`config.mk`:
```
export PLATFORM = sky130hd
export DESIGN_NAME = spi_regmaster
export DESIGN_NICKNAME = d
export VERILOG_FILES = /design/src/rtl/spi_regmaster_pkg.sv /design/src/rtl/spi_regmaster_engine.sv /design/src/rtl/spi_regmaster_capture.sv /design/src/rtl/spi_regmaster_regs.sv /design/src/rtl/spi_regmaster.sv
export SDC_FILE = /design/constraint.sdc
export NUM_CORES = 1
export LEC_CHECK = 0
export BUFFER_PORTS_ARGS = -buffer_cell sky130_fd_sc_hd__buf_2
export CAP_MARGIN = 20
export CELL_PAD_IN_SITES_DETAIL_PLACEMENT = 1
export CELL_PAD_IN_SITES_GLOBAL_PLACEMENT = 2
export CORE_MARGIN = 3
export CORE_UTILIZATION = 35
export DETAILED_ROUTE_END_ITERATION = 7
export PLACE_DENSITY_LB_ADDON = 0.1
export REMOVE_ABC_BUFFERS = 1
export SYNTH_ARGS = -nofsm -noshare
export SYNTH_HDL_FRONTEND = slang
export SYNTH_HIERARCHICAL = 1
export SYNTH_SLANG_ARGS = --single-unit
```
`constraint.sdc`:
```
create_clock -name clk -period 3.7 [get_ports clk]
set_input_delay 0.185 -clock clk [delete_from_list [all_inputs] [get_ports clk]]
set_output_delay 0.185 -clock clk [all_outputs]
set_load 0.02 [all_outputs]
```
`src/rtl/spi_regmaster_pkg.sv`:
```
package spi_regmaster_pkg;

    typedef enum logic [1:0] {
        ST_IDLE,
        ST_LOW,
        ST_HIGH,
        ST_TAIL
    } eng_state_t;

    localparam int FRAME_BITS = 24;
    localparam int BIT_W      = $clog2(FRAME_BITS);
    localparam int CAPT_BITS  = 8;
    localparam int CS_LSB     = 24;
    localparam int RNW_BIT    = 23;
    localparam int STAT_LSB   = 28;

    localparam logic [1:0] ADDR_CFG = 2'd0;
    localparam logic [1:0] ADDR_TX  = 2'd1;
    localparam logic [1:0] ADDR_RX  = 2'd2;

endpackage

```
`src/rtl/spi_regmaster_engine.sv`:
```
module spi_regmaster_engine
    import spi_regmaster_pkg::*;
#(
    parameter int NUM_DEV = 3,
    parameter int DIV_W   = 8
) (
    input  logic               clk,
    input  logic               rst_n,
    input  logic               start,
    input  logic [31:0]        word,
    input  logic [DIV_W-1:0]   div,
    output logic               busy,
    output logic               sclk,
    output logic               mosi,
    output logic [NUM_DEV-1:0] cs_n,
    output logic               sample,
    output logic               done
);
    localparam int CNT_W = DIV_W + 1;
    localparam logic [BIT_W-1:0] LAST_BIT  = BIT_W'(FRAME_BITS - 1);
    localparam logic [BIT_W-1:0] FIRST_CAP = BIT_W'(FRAME_BITS - CAPT_BITS);

    eng_state_t state_q, state_d;
    logic [CNT_W-1:0]      hcnt_q, half_q, half_new;
    logic [BIT_W-1:0]      bit_q;
    logic [FRAME_BITS-1:0] sh_q;
    logic                  tick, last_bit;

    assign tick     = (hcnt_q == half_q - 1'b1);
    assign last_bit = (bit_q == LAST_BIT);
    assign half_new = (div == '0) ? CNT_W'(2) : ({1'b0, div} + 1'b1);

    assign busy   = (state_q != ST_IDLE);
    assign sample = (state_q == ST_LOW) && tick && (bit_q >= FIRST_CAP);
    assign done   = (state_q == ST_TAIL) && tick;

    // next state
    always_comb begin
        state_d = state_q;
        unique case (state_q)
            ST_IDLE: if (start) state_d = ST_LOW;
            ST_LOW:  if (tick)  state_d = ST_HIGH;
            ST_HIGH: if (tick)  state_d = last_bit ? ST_TAIL : ST_LOW;
            ST_TAIL: if (tick)  state_d = ST_IDLE;
        endcase
    end

    // state register
    always_ff @(posedge clk or negedge rst_n) begin
        if (!rst_n) state_q <= ST_IDLE;
        else        state_q <= state_d;
    end

    // datapath and pin outputs
    always_ff @(posedge clk or negedge rst_n) begin
        if (!rst_n) begin
            hcnt_q <= '0;
            half_q <= CNT_W'(2);
            bit_q  <= '0;
            sh_q   <= '0;
            sclk   <= 1'b0;
            mosi   <= 1'b0;
            cs_n   <= '1;
        end else begin
            if (state_q == ST_IDLE || tick) hcnt_q <= '0;
            else                             hcnt_q <= hcnt_q + 1'b1;

            unique case (state_q)
                ST_IDLE: begin
                    if (start) begin
                        half_q <= half_new;
                        bit_q  <= '0;
                        sh_q   <= word[FRAME_BITS-1:0];
                        mosi   <= word[FRAME_BITS-1];
                        cs_n   <= ~word[CS_LSB +: NUM_DEV];
                    end
                end
                ST_LOW: begin
                    if (tick) sclk <= 1'b1;
                end
                ST_HIGH: begin
                    if (tick) begin
                        sclk <= 1'b0;
                        if (!last_bit) begin
                            bit_q <= bit_q + 1'b1;
                            sh_q  <= sh_q << 1;
                            mosi  <= sh_q[FRAME_BITS-2];
                        end
                    end
                end
                ST_TAIL: begin
                    if (tick) cs_n <= '1;
                end
            endcase
        end
    end
endmodule

```
`src/rtl/spi_regmaster_capture.sv`:
```
module spi_regmaster_capture
    import spi_regmaster_pkg::*;
#(
    parameter int NUM_DEV = 3
) (
    input  logic                          clk,
    input  logic                          rst_n,
    input  logic                          sample,
    input  logic [NUM_DEV-1:0]            sdi,
    output logic [NUM_DEV*CAPT_BITS-1:0]  bytes
);
    for (genvar d = 0; d < NUM_DEV; d++) begin : g_lane
        logic [CAPT_BITS-1:0] sh_q;
        always_ff @(posedge clk or negedge rst_n) begin
            if (!rst_n)      sh_q <= '0;
            else if (sample) sh_q <= {sh_q[CAPT_BITS-2:0], sdi[d]};
        end
        assign bytes[d*CAPT_BITS +: CAPT_BITS] = sh_q;
    end
endmodule

```
`src/rtl/spi_regmaster_regs.sv`:
```
module spi_regmaster_regs
    import spi_regmaster_pkg::*;
#(
    parameter int NUM_DEV = 3,
    parameter int DIV_W   = 8,
    parameter int DIV_RST = 3
) (
    input  logic                         clk,
    input  logic                         rst_n,
    input  logic                         bus_wr,
    input  logic [1:0]                   bus_addr,
    input  logic [31:0]                  bus_wdata,
    output logic [31:0]                  bus_rdata,
    input  logic [3:0]                   ext_status,
    input  logic                         busy,
    input  logic                         done,
    input  logic [NUM_DEV*CAPT_BITS-1:0] capt,
    output logic [DIV_W-1:0]             div_q,
    output logic                         start
);
    logic [31:0] tx_q, rx_q, rx_d, cfg_rd;

    assign start = bus_wr && (bus_addr == ADDR_TX) && !busy;

    always_comb begin
        rx_d = '0;
        for (int d = 0; d < NUM_DEV; d++) begin
            if (tx_q[CS_LSB + d]) rx_d[d*CAPT_BITS +: CAPT_BITS] = capt[d*CAPT_BITS +: CAPT_BITS];
        end
    end

    always_ff @(posedge clk or negedge rst_n) begin
        if (!rst_n) begin
            div_q <= DIV_W'(DIV_RST);
            tx_q  <= '0;
            rx_q  <= '0;
        end else begin
            if (bus_wr && bus_addr == ADDR_CFG) div_q <= bus_wdata[DIV_W-1:0];
            if (start) tx_q <= bus_wdata;
            if (done && tx_q[RNW_BIT]) rx_q <= rx_d;
        end
    end

    always_comb begin
        cfg_rd = '0;
        cfg_rd[DIV_W-1:0]          = div_q;
        cfg_rd[DIV_W]              = busy;
        cfg_rd[STAT_LSB +: 4]      = ext_status;
    end

    always_comb begin
        unique case (bus_addr)
            ADDR_CFG: bus_rdata = cfg_rd;
            ADDR_TX:  bus_rdata = tx_q;
            ADDR_RX:  bus_rdata = rx_q;
            default:  bus_rdata = '0;
        endcase
    end
endmodule

```
`src/rtl/spi_regmaster.sv`:
```
module spi_regmaster
    import spi_regmaster_pkg::*;
#(
    parameter int NUM_DEV = 3,
    parameter int DIV_W   = 8,
    parameter int DIV_RST = 3
) (
    input  logic               clk,
    input  logic               rst_n,
    input  logic               bus_wr,
    input  logic [1:0]         bus_addr,
    input  logic [31:0]        bus_wdata,
    output logic [31:0]        bus_rdata,
    input  logic [3:0]         ext_status,
    output logic               sclk,
    output logic               mosi,
    input  logic [NUM_DEV-1:0] sdi,
    output logic [NUM_DEV-1:0] cs_n
);
    logic                         busy_w, start_w, sample_w, done_w;
    logic [DIV_W-1:0]             div_w;
    logic [NUM_DEV*CAPT_BITS-1:0] capt_w;

    spi_regmaster_regs #(.NUM_DEV(NUM_DEV), .DIV_W(DIV_W), .DIV_RST(DIV_RST)) u_regs (
        .clk(clk), .rst_n(rst_n), .bus_wr(bus_wr), .bus_addr(bus_addr),
        .bus_wdata(bus_wdata), .bus_rdata(bus_rdata), .ext_status(ext_status),
        .busy(busy_w), .done(done_w), .capt(capt_w), .div_q(div_w), .start(start_w)
    );

    spi_regmaster_engine #(.NUM_DEV(NUM_DEV), .DIV_W(DIV_W)) u_eng (
        .clk(clk), .rst_n(rst_n), .start(start_w), .word(bus_wdata), .div(div_w),
        .busy(busy_w), .sclk(sclk), .mosi(mosi), .cs_n(cs_n),
        .sample(sample_w), .done(done_w)
    );

    spi_regmaster_capture #(.NUM_DEV(NUM_DEV)) u_capt (
        .clk(clk), .rst_n(rst_n), .sample(sample_w), .sdi(sdi), .bytes(capt_w)
    );
endmodule

```
# [After elaboration in Yosys (flattened, before gate mapping)]
# Index checks and enable logic that the tools add are counted.
# Widths: inputs -> output; s select.
[totals] output_inout_bits=37 register_bits=141 elab_cells=83
[classes] eq_ne=12 bitwise=1 reduce_logical=21 mux=30 add_sub_neg=4 magnitude_cmp=1
[op_table] op="$pmux 32 s3" count=1
[op_table] op="$mux 23" count=3
[op_table] op="$pmux 23 s2" count=1
[op_table] op="$mux 8" count=3
[op_table] op="$mux 9" count=2
[op_table] op="$mux 5" count=3
[op_table] op="$mux 2" count=5
[op_table] op="$pmux 5 s2" count=1
[op_table] op="$add 8x1->9 const B" count=1
[op_table] op="$add 9x1->9 const B" count=1
[op_table] op="$eq 9x9->1" count=1
[op_table] op="$sub 9x1->9 const B" count=1
[op_table] op="$logic_not 8->1" count=1
[op_table] op="$pmux 2 s4" count=1
[op_table] op="$reduce_and 4->1" count=2
[op_table] op="$reduce_bool 2->1" count=4
[op_table] op="$logic_and 1x1->1" count=7
[op_table] op="$eq 2x2->1 const B" count=3
[op_table] op="$mux 3" count=2
[op_table] op="$ne 2x1->1 const B" count=3
[op_table] op="$pmux 3 s2" count=1
[op_table] op="$reduce_and 3->1" count=2
[op_table] op="$add 5x1->5 const B" count=1
[op_table] op="$eq 5x5->1 const B" count=1
[op_table] op="10 further kinds" count=18

# [Longest topological paths before layout]
[logic_depth] depth_word=5 mapped_depth=12

# [Hierarchy]
# Netlist, hierarchy kept.
[by_module_without_submodules] module="spi_regmaster_regs" cells_per_inst=249 instances=1 area_per_inst_um2=3093.0
[by_module_without_submodules] module="spi_regmaster_engine" cells_per_inst=272 instances=1 area_per_inst_um2=3016.6
[by_module_without_submodules] module="spi_regmaster_capture" cells_per_inst=51 instances=1 area_per_inst_um2=997.2

# [Least setup slack after synthesis]
# No wires, ideal clock.
[synth_timing] kind="reg2reg" from="register u_eng.state_q[1]" to="register u_eng.mosi" t_arrival_ns=2.795 path_slack_ns=0.780 setup_time_ns=0.125 path_stages_with_launch=13 cell_sequence="dfrtp_1 -> clkbuf_1 -> nor2_1 -> inv_1 -> and4bb_1 -> buf_6 -> buf_6 -> and2_1 -> clkbuf_1 -> o21ai_0 -> o41ai_4 -> buf_6 -> mux2_4"
[synth_between] elab_chain_cells=5
[synth_rtl] item="start: declaration" line_no="spi_regmaster_engine.sv:23" text="eng_state_t state_q, state_d;"
[synth_rtl] item="start signal: assignment" line_no="spi_regmaster_engine.sv:51" text="else state_q <= state_d;"
[synth_rtl] item="$reduce_bool 2->1" line_no="spi_regmaster_engine.sv:33" text="assign busy = (state_q != ST_IDLE);"
[synth_rtl] item="net busy_w" line_no="spi_regmaster.sv:20" text="logic busy_w, start_w, sample_w, done_w;"
[synth_rtl] item="$logic_not 1->1" line_no="spi_regmaster_regs.sv:23" text="assign start = bus_wr && (bus_addr == ADDR_TX) && !busy;"
[synth_rtl] item="$logic_and 1x1->1" line_no="spi_regmaster_regs.sv:23"
[synth_rtl] item="net start_w" line_no="spi_regmaster.sv:20"
[synth_rtl] item="$ne 2x2->1 (no source line)"
[synth_rtl] item="$reduce_and 4->1 (no source line)"
[synth_rtl] item="end signal: assignment" line_no="spi_regmaster_engine.sv:74" text="mosi <= word[FRAME_BITS-1];"
[synth_rtl] item="end signal: assignment" line_no="spi_regmaster_engine.sv:87" text="mosi <= sh_q[FRAME_BITS-2];"
[synth_rtl] item="end: declaration" line_no="spi_regmaster_engine.sv:14" text="output logic mosi,"
# The timed path passes the listed nets, and every way through them passes these cells.
# A chain may end at the register's enable or synchronous reset.

# [Final worst setup path]
[layout_timing] from="register u_eng.half_q[3]" to="register u_capt.g_lane[1].sh_q[7]"
[layout_between] elab_chain_cells=4
[layout_rtl] item="start: declaration" line_no="spi_regmaster_engine.sv:24" text="logic [CNT_W-1:0] hcnt_q, half_q, half_new;"
[layout_rtl] item="start signal: assignment" line_no="spi_regmaster_engine.sv:71" text="half_q <= half_new;"
[layout_rtl] item="$sub 9x1->9" line_no="spi_regmaster_engine.sv:29" text="assign tick = (hcnt_q == half_q - 1'b1);"
[layout_rtl] item="$eq 9x9->1" line_no="spi_regmaster_engine.sv:29"
[layout_rtl] item="$logic_and 1x1->1 (2 in series)" line_no="spi_regmaster_engine.sv:34" text="assign sample = (state_q == ST_LOW) && tick && (bit_q >= FIRST_CAP);"
[layout_rtl] item="net sample_w" line_no="spi_regmaster.sv:20"
[layout_rtl] item="end signal: assignment" line_no="spi_regmaster_capture.sv:16" text="else if (sample) sh_q <= {sh_q[CAPT_BITS-2:0], sdi[d]};"
[layout_rtl] item="end: declaration" line_no="spi_regmaster_capture.sv:13" text="logic [CAPT_BITS-1:0] sh_q;"
# The timed path passes the listed nets, and every way through them passes these cells.

==> summary.md <==
| Metric | Value |
|---|---|
| DIE WIDTH | `148.5 um` |
| Avg Synthesized Cell Area | `12.42 um^2` |
| DR vias | `4693` |
| Post-Synth Simple-Gate Area | `0.09665` |
| Hold path endpoint | `u_capt/g_lane[2].sh_q[0]$_DFFE_PN0P_` |
| Worst-case reg-to-reg path depth | `7` |
| Pwr Total | `3.682 mW` |
| Global route total overflow | `0` |
| CP Capture Type | `register` |
| CTS Hold Bufs | `16` |
| Maximum VDD drop | `263.5 uV` |
| Dominant cell type by area after synthesis | `dfrtp_1` |
| Final WS setup | `567.7 ps` |
| Number of buffers created by CTS | `17` |
| Required time worst endpoint | `4000 ps` |
| Core ar. | `0.01972 mm^2` |
| Clk pin slew, worst setup/hold paths | `60 ps` |
| Crit path cell chain | `or4_4 -> or3_4 -> xnor2_1 -> nand4_1 -> nor3b_2 -> buf_4 -> mux2_2` |
| Post-synthesis mux area share | `0.2347` |
| Pint | `2.870 mW` |
| Tmin final | `3132 ps` |
| Sw Share | `0.2206` |
| CTS sink cnt | `141` |
| Wire length of the first global-routing pass | `28.45 mm` |
| Crit path max fanout | `24` |
| Net switching power | `812.5 uW` |
| Pre-CTS WS | `567.4 ps` |
| FF-to-FF End | `u_capt/g_lane[1].sh_q[7]$_DFFE_PN0P_` |
| Post-Synth Adder-Cell Area | `0.008803` |
| DP Wirelength | `11.93 mm` |
| Worst-Margin Slew | `994.6 ps` |
| Die Ht | `148.5 um` |
| Final Cycle Share | `0.8466` |
| HP Start | `sdi[2]` |
| Post-Synth XOR/XNOR Area | `0.03187` |
| DR vias/cell | `4.977` |
| Worst r2r src | `u_eng/half_q[3]$_DFFE_PN0P_` |
| Final core occ | `0.4321` |
| Clock skew | `8.837 ps` |
| Antenna Nets Post-Route | `0` |
| RSZ-0062 raised after global routing | `no` |
| Worst relative slew slack | `0.3339` |
| Final WL | `17.41 mm` |
| Prevailing post-synth register cell | `dfrtp_1` |
| Register area share after synthesis | `0.4975` |
| Post-synth top area share | `0.4754` |
| TritonCTS clock tree | `yes` |
| CTS max path bufs | `2` |
| Status | `finished clean` |
| Largest family of logic cells by synthesized area | `multiplexers` |
| CP max stage delay | `570 ps` |
| Initial Utilization | `0.3604` |
| Max Cap Viol | `0` |
| Nets@finish | `715` |
| Vias in the first global route | `5224` |
| Post CTS Setup Buffer Count | `0` |
| Synth-to-Final Area Change | `19.88%` |
| Count leader, synth | `dfrtp_1` |
| Pin count of the biggest net entering global routing | `86` |
| Synth async-reset ratio | `1.000` |
| Antenna Cells | `0` |
| Synth top area cells | `dfrtp_1 48%, mux2_4 15%, mux2_2 6.5%` |
| Pwr Density | `432.2 mW/mm^2` |
| Hold Path Class | `primary input to register` |
| P_leak | `3.990 nW` |
| Final-report setup violation count | `0` |
| WHS Path Cells | `2` |
| PortBufs | `80` |
| Cell Rows | `51` |
| Fmax | `0.3193 GHz` |
| Initial DRC count | `198` |
| Commonest cells post-synth | `135 x dfrtp_1, 69 x mux2_4, 42 x o21ai_0, 41 x mux2_2, 33 x inv_1` |
| H-tree lvl count | `4` |
| Worst reg-to-reg setup slack | `570 ps` |
| Drc violations | `0` |
| Placer Congestion | `0.8304` |
| Fin. Hold Viols | `0` |
| Top-level I/O count | `81` |
| Post-synth EDFFs | `0` |
| Combinational power share | `0.059` |
| Initial antenna violation count | `0` |
| Yosys cell types | `50` |
| Clock share of power | `0.503` |
| Seq pwr share | `0.438` |
| Die area | `0.02205 mm^2` |
| Crit path DAT | `3430 ps` |
| Hold slack final | `25.10 ps` |
| Kind of critical path | `register to register` |
| Post-synthesis compound-gate area fraction | `0.07993` |
| Root Driver | `clkbuf_16` |
| YS warnings | `6` |
| Clock Latency Late Sink | `410 ps` |
| Slew Viols, Final | `0` |
| Synthesized instance count | `572` |
| DRT Pass-1 Iters | `4` |
| #FFs+latches synth | `141` |
| Drt wl/cell | `18.46 um` |
| Slowest cell on crit path | `or4_4` |
| Cts repair resizes | `0` |
| Gr usage total | `0.1646` |
| Syn Std Cell Area | `0.007107 mm^2` |
| CP startpoint kind | `register` |
| Ratio of cells with drive above 1 in the final layout | `0.3746` |
layer usage:
| metal | vias up | wire [um] | GRT usage |
|---|---|---|---|
| met1 | 2405 | 8526 | 0.2266 |
| li1 | 2218 | - | - |
| met2 | 61 | 8241 | 0.2660 |
| met5 | - | 0 | 0 |
| met4 | 0 | 100 | 0.03187 |
| met3 | 9 | 540 | 0.04144 |
stage by stage:
stage	cell area [um^2]	cells	TNS [ps]
2_1_floorplan	6872	538	-49470
3_3_place_gp	7717	896	0
3_5_place_dp	7717	896	0
4_1_cts	8519	943	0
5_1_grt	8519	943	0
6_report	8519	943	0
cell families (layout without fill, tap and decap cells):
kind of cell / Yosys count / count (layout)
flops: 141 / 141
mux: 127 / 127
simple gates: 124 / 124
compound gates: 83 / 83
buf+inv: 67 / 173
xor+xnor: 25 / 25
fa+ha+maj: 5 / 5
layout make-up:
class | instances | area, um^2
Sequential cell | 141 | 3536
Clock buffer | 21 | 480.5
Tap cell | 265 | 331.6
Clock inverter | 10 | 161.4
Fill cell | 2104 | 11200
Inverter | 33 | 123.9
Timing Repair Buffer | 109 | 664.4
Multi-Input combinational cell | 364 | 3222
critical path, delay by kind of cell (launching register included):
family | cells | cell delay [ps]
xor+xnor | 1 | 350
buf+inv | 1 | 400
flops | 1 | 420
mux | 1 | 390
simple gates | 4 | 1430
flip-flops by register name, summed over array words and instances, names as in the netlist:
| signal | cells |
|---|---|
| u_regs/tx_q | 32 |
| u_eng/sh_q | 23 |
| u_eng/cs_n | 3 |
| u_capt/g_lane.sh_q | 24 |
| u_eng/bit_q | 5 |
| u_eng/mosi | 1 |
| u_regs/rx_q | 24 |
| u_eng/sclk | 1 |
| u_eng/hcnt_q | 9 |
| u_regs/div_q | 8 |
| u_eng/state_q | 2 |
| u_eng/half_q | 9 |
power by group through the flow:
stage	combinational, mW	clock [mW]	sequential [mW]
6_report	0.218	1.85	1.61
5_1_grt	0.243	1.99	1.62
4_1_cts	0.225	1.91	1.61
3_5_place_dp	0.211	0	1.64
3_3_place_gp	0.206	0	1.64
2_1_floorplan	0.104	0	1.62
placed cells by master, fill, tap and decap left out, drive strengths merged, types with 3 or more instances in the layout:
cell type / Yosys / routed
xor2: 13 / 13
nor4: 5 / 5
mux2: 110 / 110
mux2i: 17 / 17
dfstp: 6 / 6
and3: 3 / 3
o21ai: 42 / 42
clkbuf: 15 / 21
a22o: 15 / 15
dlygate4sd3: 0 / 16
nor2b: 4 / 4
or3: 3 / 3
clkinv: 0 / 6
nor2: 22 / 22
xnor2: 12 / 12
o21a: 3 / 3
buf: 19 / 93
nand2b: 4 / 4
nand4: 29 / 29
or2: 4 / 4
o2bb2ai: 9 / 9
nor3: 4 / 4
dfrtp: 135 / 135
bufinv: 0 / 4
and2: 7 / 7
nand3: 11 / 11
a21oi: 3 / 3
inv: 33 / 33
nand2: 21 / 21
ha: 5 / 5
worst max path at each step:
| stage | slack, ps | cells after the start | to | from |
|---|---|---|---|---|
| floorplan | -1390 | 6 | u_capt/g_lane[0].sh_q[5]$_DFFE_PN0P_ | u_eng/half_q[3]$_DFFE_PN0P_ |
| global placement | 660 | 7 | u_capt/g_lane[0].sh_q[5]$_DFFE_PN0P_ | u_eng/half_q[3]$_DFFE_PN0P_ |
| detailed placement | 570 | 7 | u_capt/g_lane[1].sh_q[7]$_DFFE_PN0P_ | u_eng/half_q[3]$_DFFE_PN0P_ |
| CTS | 560 | 7 | u_capt/g_lane[1].sh_q[7]$_DFFE_PN0P_ | u_eng/half_q[3]$_DFFE_PN0P_ |
| global route | 440 | 8 | u_regs/rx_q[9]$_DFFE_PN0P_ | u_eng/half_q[3]$_DFFE_PN0P_ |
| finish | 570 | 7 | u_capt/g_lane[1].sh_q[7]$_DFFE_PN0P_ | u_eng/half_q[3]$_DFFE_PN0P_ |
(Power assumes the default switching activity.)
